$ cat config.mk
export PLATFORM = sky130hd
export DESIGN_NAME = decGroupSteer
export DESIGN_NICKNAME = d
export VERILOG_FILES = /design/src/rtl/decGroupPkg.sv /design/src/rtl/decGroupCtrl.sv /design/src/rtl/decGroupPath.sv /design/src/rtl/decGroupSteer.sv
export SDC_FILE = /design/constraint.sdc
export NUM_CORES = 1
export LEC_CHECK = 0
export BUFFER_PORTS_ARGS = -buffer_cell sky130_fd_sc_hd__buf_4
export CORE_AREA = 2 2 57 59
export CTS_BUF_LIST = sky130_fd_sc_hd__clkbuf_4
export DETAILED_ROUTE_END_ITERATION = 10
export DIE_AREA = 0 0 59 61
export PLACE_DENSITY = 0.85
export SLEW_MARGIN = 10
export SYNTH_ARGS = -nofsm -noshare
export SYNTH_HDL_FRONTEND = slang
export SYNTH_SLANG_ARGS = --single-unit
export TNS_END_PERCENT = 10
$ cat constraint.sdc
create_clock -name clk -period 3.49 [get_ports clk]
set_input_delay 0.698 -clock clk [delete_from_list [all_inputs] [get_ports clk]]
set_output_delay 0.698 -clock clk [all_outputs]
set_load 0.03 [all_outputs]
$ cat src/rtl/decGroupPkg.sv
package decGroupPkg;
  // Strobes from the steering control to the lane datapath
  typedef struct packed {
    logic issueGroup;  // normal group from the window this cycle
    logic ucIssue;     // microcode chunk on the head lanes
    logic ucLast;      // chunk carries the final micro-operation
    logic hold;        // downstream stall, nothing pops
  } steerCtrl_t;
endpackage

$ cat src/rtl/decGroupCtrl.sv
module decGroupCtrl
  import decGroupPkg::*;
#(
  parameter int CNT_W       = 6,
  parameter int COMPLEX_MAX = 4
) (
  input  logic             clk,
  input  logic             rstN,
  input  logic [CNT_W-1:0] headUops,
  input  logic             stallIn,
  output steerCtrl_t       ctrl,
  output logic [CNT_W-1:0] ucBase,
  output logic             ucActive
);
  localparam logic [CNT_W-1:0] CPLX_LIM = CNT_W'(COMPLEX_MAX);

  logic [CNT_W-1:0] ucNext;
  logic [CNT_W-1:0] remain;
  logic             headLong;

  always_comb begin
    headLong        = headUops > CPLX_LIM;
    ucBase          = ucActive ? ucNext : '0;
    remain          = headUops - ucBase;
    ctrl.ucIssue    = ucActive || headLong;
    ctrl.ucLast     = ctrl.ucIssue && (remain <= CPLX_LIM);
    ctrl.issueGroup = !ctrl.ucIssue && (headUops != '0);
    ctrl.hold       = stallIn;
  end

  always_ff @(posedge clk) begin
    if (!rstN) begin
      ucActive <= 1'b0;
      ucNext   <= '0;
    end else if (!stallIn && ctrl.ucIssue) begin
      if (ctrl.ucLast) begin
        ucActive <= 1'b0;
        ucNext   <= '0;
      end else begin
        ucActive <= 1'b1;
        ucNext   <= ucBase + CPLX_LIM;
      end
    end
  end
endmodule

$ cat src/rtl/decGroupPath.sv
module decGroupPath
  import decGroupPkg::*;
#(
  parameter int WIN         = 4,
  parameter int CNT_W       = 6,
  parameter int COMPLEX_MAX = 4,
  localparam int LANES      = COMPLEX_MAX + WIN - 1,
  localparam int CONS_W     = $clog2(WIN + 1)
) (
  input  logic [WIN-1:0][CNT_W-1:0]   instUops,
  input  steerCtrl_t                  ctrl,
  input  logic [CNT_W-1:0]            ucBase,
  output logic [LANES-1:0]            uopValid,
  output logic [LANES-1:0][CNT_W-1:0] uopIdx,
  output logic [CONS_W-1:0]           consumeCnt
);
  logic [CNT_W-1:0] remain;
  logic [WIN-1:0]   take;
  logic [CONS_W-1:0] groupLen;

  assign remain = instUops[0] - ucBase;

  // head-slot lanes: either a complex expansion or a microcode chunk
  for (genvar l = 0; l < COMPLEX_MAX; l++) begin : g_headLane
    always_comb begin
      if (ctrl.ucIssue) begin
        uopValid[l] = CNT_W'(l) < remain;
        uopIdx[l]   = ucBase + CNT_W'(l);
      end else if (ctrl.issueGroup) begin
        uopValid[l] = CNT_W'(l) < instUops[0];
        uopIdx[l]   = CNT_W'(l);
      end else begin
        uopValid[l] = 1'b0;
        uopIdx[l]   = '0;
      end
    end
  end

  // trailing slots: contiguous run of single-uop entries
  assign take[0] = ctrl.issueGroup;
  for (genvar k = 1; k < WIN; k++) begin : g_simpleLane
    assign take[k] = take[k-1] && (instUops[k] == CNT_W'(1));
    assign uopValid[COMPLEX_MAX-1+k] = take[k];
    assign uopIdx[COMPLEX_MAX-1+k]   = '0;
  end

  always_comb begin
    groupLen = '0;
    for (int k = 0; k < WIN; k++) groupLen = groupLen + CONS_W'(take[k]);
    if (ctrl.hold)            consumeCnt = '0;
    else if (ctrl.issueGroup) consumeCnt = groupLen;
    else if (ctrl.ucLast)     consumeCnt = CONS_W'(1);
    else                      consumeCnt = '0;
  end
endmodule

$ cat src/rtl/decGroupSteer.sv
module decGroupSteer
  import decGroupPkg::*;
#(
  parameter int WIN         = 4,
  parameter int CNT_W       = 6,
  parameter int COMPLEX_MAX = 4,
  localparam int LANES      = COMPLEX_MAX + WIN - 1,
  localparam int CONS_W     = $clog2(WIN + 1)
) (
  input  logic                        clk,
  input  logic                        rstN,
  input  logic [WIN-1:0][CNT_W-1:0]   instUops,
  input  logic                        stallIn,
  output logic [LANES-1:0]            uopValid,
  output logic [LANES-1:0][CNT_W-1:0] uopIdx,
  output logic [CONS_W-1:0]           consumeCnt
);
  steerCtrl_t       ctrl;
  logic [CNT_W-1:0] ucBase;
  logic             ucActive;

  decGroupCtrl #(.CNT_W(CNT_W), .COMPLEX_MAX(COMPLEX_MAX)) ctrl_i (
    .clk(clk), .rstN(rstN), .headUops(instUops[0]), .stallIn(stallIn),
    .ctrl(ctrl), .ucBase(ucBase), .ucActive(ucActive)
  );

  decGroupPath #(.WIN(WIN), .CNT_W(CNT_W), .COMPLEX_MAX(COMPLEX_MAX)) path_i (
    .instUops(instUops), .ctrl(ctrl), .ucBase(ucBase),
    .uopValid(uopValid), .uopIdx(uopIdx), .consumeCnt(consumeCnt)
  );
endmodule

==> reports/qor.yml, run 1 <==
core_area_um2: 2950
grt_pass1_vias: 1291
pre_cts_ws_ns: -0.0576
antenna_found_initial: 0
vias: 1458
drc: 0
critPathRequiredTime_ns: 2.79
critPathMaxFanout: 3
max_cap_violations: 0
final.min_clock_period_ns: 3.41
cts_buffers: 3
max-slew-margin-rel: 0.562
finalWirelength_mm: 3.63
timing.final.ws_setup_ns: 0.0803
synth_edf_count: 0
ctsHoldBuffers: 0
fp.dieW_um: 59
critPathCaptureType: "output port"
drv_slew: 0
syn-cell-area_um2: 1280
crit_chain: "buf_4, nor4_4, nand3_2, nor2_4, and4b_2, nand4_1, fa_2, nor3_2, a21o_2, buf_6"
yosysTopAreaCell: "buf_4"
vias_per_cell: 5.06
dieArea_um2: 3600
drtAntennaViolNets: 0
die_y_um: 61
swShare: 0.396
clk_pin_slew_ns: 0.05
synth_cell_types: 39
cp.arrival_ns: 2.71
setup_violations: 0
start_kind: "input pin"
fin_worst_skew_ns: 0.00275
grt_use_total: 0.201
path_delay_family: "simple AND/OR/NAND/NOR gates"
crit_slowest_cell: "fa_2"
synth_top_area_frac: 0.117
p_int_mw: 0.194
hold_viol: 0
synthTopCellsByArea: "buf_4, dfxtp_1, ha_1"
cts_tree: "done"
pwr-share-seq: 0.273
start_util: 0.433
max_freq_mhz: 293
fin_crit_sh: 0.977
syn_to_final_growth_pct: 46.1
grt_max_degree: 14
grt.overflow.total: 0
ir_worst_vdd_mv: 0.152
synth-seq-cells: 7
rows: 20
path_class: "in -> out"
slowest_delay_ns: 0.57
holdWs_ns: 0.489
dp_hpwl_mm: 2.91
worst-path-buf-inv: 2
nFillCells: 267
worst_pin_slew_ns: 0.655
root_buffer: "clkbuf_4"
outcome: "completed"
ys_top_cells_by_count: "nand2_1, buf_4, nor2_1"
drive_above_1_share: 0.384
firstDrtPassIters: 4
yosysMostFrequentCell: "nand2_1"
ys.flop_type: "dfxtp_1"
clkPwrFrac: 0.263
cts_buffer_depth: 2
yosys_warnings: 0
p_leak_nw: 0.972
htreeDepth: 1
wl_per_cell_um: 12.6
final_util: 0.633
async_flop_share: 0
postSynthCellCount: 185
num_antenna_cells: 0
power_density_nw_per_um2: 172
numClockSinks: 7
hp-class: "reg -> reg"
power.total_mw: 0.321
routabilityCongestion: 0.845
avgSynthCellArea_um2: 6.91
p_comb_frac: 0.464
drt_iter0_markers: 31
grt_pass1_wl_mm: 5.58
power_switching_mw: 0.127
portBuffers: 60
ys_seq_area_frac: 0.110
io_pins: 79
worstSkewPairLatency_ns: 0.26
nets: 296
## final timing paths
check	start	endpoint	slack, ns	cells after the start
max	instUops[3]	consumeCnt[0]	0.08	10
min	ctrl_i.ucNext[1]	ctrl_i.ucNext[1]	0.49	2
max reg2reg	ctrl_i.ucActive	ctrl_i.ucNext[4]	0.98	9
min reg2reg	ctrl_i.ucNext[1]	ctrl_i.ucNext[1]	0.49	2
## metrics by stage
step	instance area (um^2)	setup TNS [ns]	instances
3_5_place_dp	1780	-0.0576	281
3_3_place_gp	1780	0	281
5_1_grt	1870	-0.0315	288
6_report	1870	0	288
2_1_floorplan	1380	0	202
4_1_cts	1830	0	287
## cell type report
class                           instances  area, um^2  share of cell area
Clock buffer                            4        30.0              0.0161
Multi-Input combinational cell        155        1030               0.553
Inverter                               14        52.6              0.0281
Timing Repair Buffer                   75         571               0.305
Tap cell                               33        41.3              0.0221
Sequential cell                         7         141              0.0757
## sequential cells by signal, summed over array words and instances, names as in the netlist
| register | count |
|---|---|
| ctrl_i.ucNext | 6 |
| ctrl_i.ucActive | 1 |
## worst min-delay path: cells and delay by family (launching register included)
family | cells | cell delay [ns]
flip-flops | 1 | 0.32
AO/OA/AOI/OAI | 1 | 0.06
AND/OR/NAND/NOR | 1 | 0.06
## cells by family (layout without fill, tap and decap cells)
family          count (synthesis)  in the layout  share of synthesized area
xor+xnor                       13             13                     0.0890
mux                             1              1                    0.00783
buf+inv                        40             93                      0.177
simple gates                   82             82                      0.335
compound gates                 28             28                      0.140
other cells                     1             18                    0.00293
flops                           7              7                      0.110
fa+ha+maj                      13             13                      0.139
## power groups by stage
| stage | clock network, mW | logic (mW) | registers, mW |
|---|---|---|---|
| floorplan | 0 | 0.107 | 0.0867 |
| global placement | 0 | 0.141 | 0.0889 |
| CTS | 0.0853 | 0.144 | 0.0875 |
| detailed placement | 0 | 0.143 | 0.0890 |
| finish | 0.0844 | 0.149 | 0.0876 |
| global route | 0.0904 | 0.160 | 0.0880 |
## placed cells by master (no fill, tap or decap), drive strengths merged
| cell type | instances |
|---|---|
| nand2 | 24 |
| xnor2 | 10 |
| and4b | 1 |
| nand4 | 2 |
| nor4b | 1 |
| o31ai | 1 |
| o22ai | 5 |
| a21o | 4 |
| nor2 | 18 |
| a21oi | 5 |
| conb | 18 |
| nor2b | 1 |
| nand2b | 4 |
| nand3b | 1 |
| clkbuf | 4 |
| inv | 14 |
| nor4 | 4 |
| nand3 | 6 |
| a22oi | 1 |
| or3 | 2 |
| ha | 11 |
| mux2i | 1 |
| o21ai | 6 |
| nor3 | 3 |
| fa | 2 |
| o32ai | 1 |
| and2 | 10 |
| a31oi | 4 |
| and3 | 4 |
| buf | 75 |
| a21bo | 1 |
| xor2 | 3 |
| dfxtp | 7 |
| or4 | 1 |
## what timing repair did
item	in CTS	in global routing
pin swaps	3	6
resized for setup	2	8
buffers inserted	2	1
setup endpoints to repair	2	7
## routing by layer
metal	share of wire	up-vias	wire, um	track usage
met2	0.50	71	1830	0.376
met3	0.073	0	264	0.0469
met4	0	0	0	0.0292
li1	-	729	-	-
met1	0.42	658	1530	0.239
met5	0	-	0	0
Power figures use the tool's default switching activity.
==> inputs of run 2 (changes only) <==
--- a/config.mk
+++ b/config.mk
@@ -6,10 +6,10 @@
 export NUM_CORES = 1
 export LEC_CHECK = 0
 export BUFFER_PORTS_ARGS = -buffer_cell sky130_fd_sc_hd__buf_4
-export CORE_AREA = 2 2 57 59
+export CORE_AREA = 3 3 58 60
 export CTS_BUF_LIST = sky130_fd_sc_hd__clkbuf_4
 export DETAILED_ROUTE_END_ITERATION = 10
-export DIE_AREA = 0 0 59 61
+export DIE_AREA = 0 0 61 63
 export PLACE_DENSITY = 0.85
 export SLEW_MARGIN = 10
 export SYNTH_ARGS = -nofsm -noshare
==> run 2 against run 1 <==
  * Critical path depth did not move
  * Register-to-register slack about the same
  * Fmax down 1.0%
  * Die area grew 6.8%
  * Combinational power about the same
  * First-iteration DRC count increased by 26%
  * Clock skew increased by 0.00066 ns
  * Cell count did not move
  * Critical endpoint unchanged
  * Worst setup slack worse by 0.036 ns
  * Non-clock buffer count unchanged
  * Count of clock-buffer cells in the layout stayed put
==> reports/qor.yml, run 2 (synthesis results as in run 1) <==
cp_common_cell: "buf_6"
grt_use_total: 0.207
p_leak_nw: 0.970
slowest_delay_ns: 0.62
start_kind: "input pin"
path_delay_family: "simple AND/OR/NAND/NOR gates"
wl_per_cell_um: 13.2
layout_common_cells: "buf_4, nand2_1, conb_1"
vias_per_cell: 5.31
syn_to_final_growth_pct: 47.6
hp-class: "reg -> reg"
fin_worst_skew_ns: 0.00340
antenna_found_initial: 0
die_y_um: 63
firstDrtPassIters: 4
core_area_um2: 2980
grt.overflow.total: 0
power.total_mw: 0.320
multi_input_comb_area_um2: 1050
dieArea_um2: 3840
grt_pass1_wl_mm: 6.18
worstSkewPairLatency_ns: 0.26
dp_hpwl_mm: 3.12
routabilityCongestion: 0.840
crit_chain: "buf_6, nor4_4, nand3_2, nor2_4, and4b_2, nand4_1, fa_2, nor3_2, a21o_2, buf_6"
root_buffer: "clkbuf_4"
critPathMaxFanout: 3
ir_worst_vdd_mv: 0.0892
pre_cts_ws_ns: -0.0632
portBuffers: 60
worst-path-buf-inv: 2
io_pins: 79
drive_above_1_share: 0.388
rows: 20
tns_ns: 0
nFillCells: 262
drc: 0
fp.dieW_um: 61
max-slew-margin-rel: 0.535
largest_reg_flops: 6
final.min_clock_period_ns: 3.45
cp.arrival_ns: 2.75
clk_pin_slew_ns: 0.05
critPathRequiredTime_ns: 2.79
grt_max_degree: 14
rsz0062_at_grt: "yes"
htreeDepth: 1
timing.final.ws_setup_ns: 0.0443
fin_crit_sh: 0.987
outcome: "completed"
nets: 296
final_cell_area_um2: 1890
path_class: "in -> out"
vias: 1529
critPathCaptureType: "output port"
power_density_nw_per_um2: 170
register_area_um2: 141
start_util: 0.429
finalWirelength_mm: 3.81
numClockSinks: 7
num_antenna_cells: 0
hold_viol: 0
worst_pin_slew_ns: 0.696
final_common_cell: "buf_4"
max_freq_mhz: 290
cts_buffer_depth: 2
cts_tree: "done"
drv_slew: 0
reg.largest.list: "ctrl_i.ucNext: 6 flops, ctrl_i.ucActive: 1 flops"
drtAntennaViolNets: 0
drt_iter0_markers: 39
placedInstanceArea_um2: 1800
setup_violations: 0
grt_pass1_vias: 1461
top_register: "ctrl_i.ucNext"
crit_slowest_cell: "fa_2"
max_cap_violations: 0
cts_buffers: 3
run 2: cell counts in the layout (fill, tap and decap cells not counted):
No cell type changed its count.
run 2: timing repair:
item	in CTS	in global routing
gates resized for setup	2	10
buffers inserted	0	1
pin swaps	5	7
endpoints found under the setup margin	2	6
hold buffers	0	0
run 2: final timing paths:
| kind | slack [ns] | startpoint | to | depth (start not counted) |
|---|---|---|---|---|
| setup / recovery | 0.04 | instUops[3] | consumeCnt[0] | 10 |
| hold / removal | 0.49 | ctrl_i.ucNext[2] | ctrl_i.ucNext[2] | 2 |
| setup reg to reg | 0.97 | ctrl_i.ucActive | ctrl_i.ucNext[5] | 9 |
| hold reg to reg | 0.49 | ctrl_i.ucNext[2] | ctrl_i.ucNext[2] | 2 |
run 2: cell type report:
cell class | instances | area share
multi-input combinational | 155 | 0.555
timing repair buffer | 75 | 0.304
sequential | 7 | 0.0749
inverter | 14 | 0.0279
tap | 33 | 0.0219
clock buffer | 4 | 0.0159
run 2: report_power, final:
part	switching, mW	internal (mW)
Combinational	0.0899	0.0589
Clock	0.0322	0.0515
Sequential	0.00453	0.0829
run 2: through the flow:
stage	utilization	hold slack, ns	instances
floorplan	-	0.460	202
global placement	0.604	0.477	283
detailed placement	0.604	0.486	283
CTS	0.615	0.495	287
global route	0.634	0.524	288
finish	0.634	0.494	288
run 2: metal layers:
layer  vias to the layer above  GRT usage  part of all wire
met3                         9     0.0434             0.083
met1                       709      0.232              0.39
met4                         0     0.0867             0.018
met5                         -          0                 0
met2                        81      0.361              0.51
li1                        730          -                 -
run 2: worst min-delay path: stages (launching register included):
cell and delay, ns:
dfxtp_1 0.32, nand2_1 0.06, o22ai_1 0.06
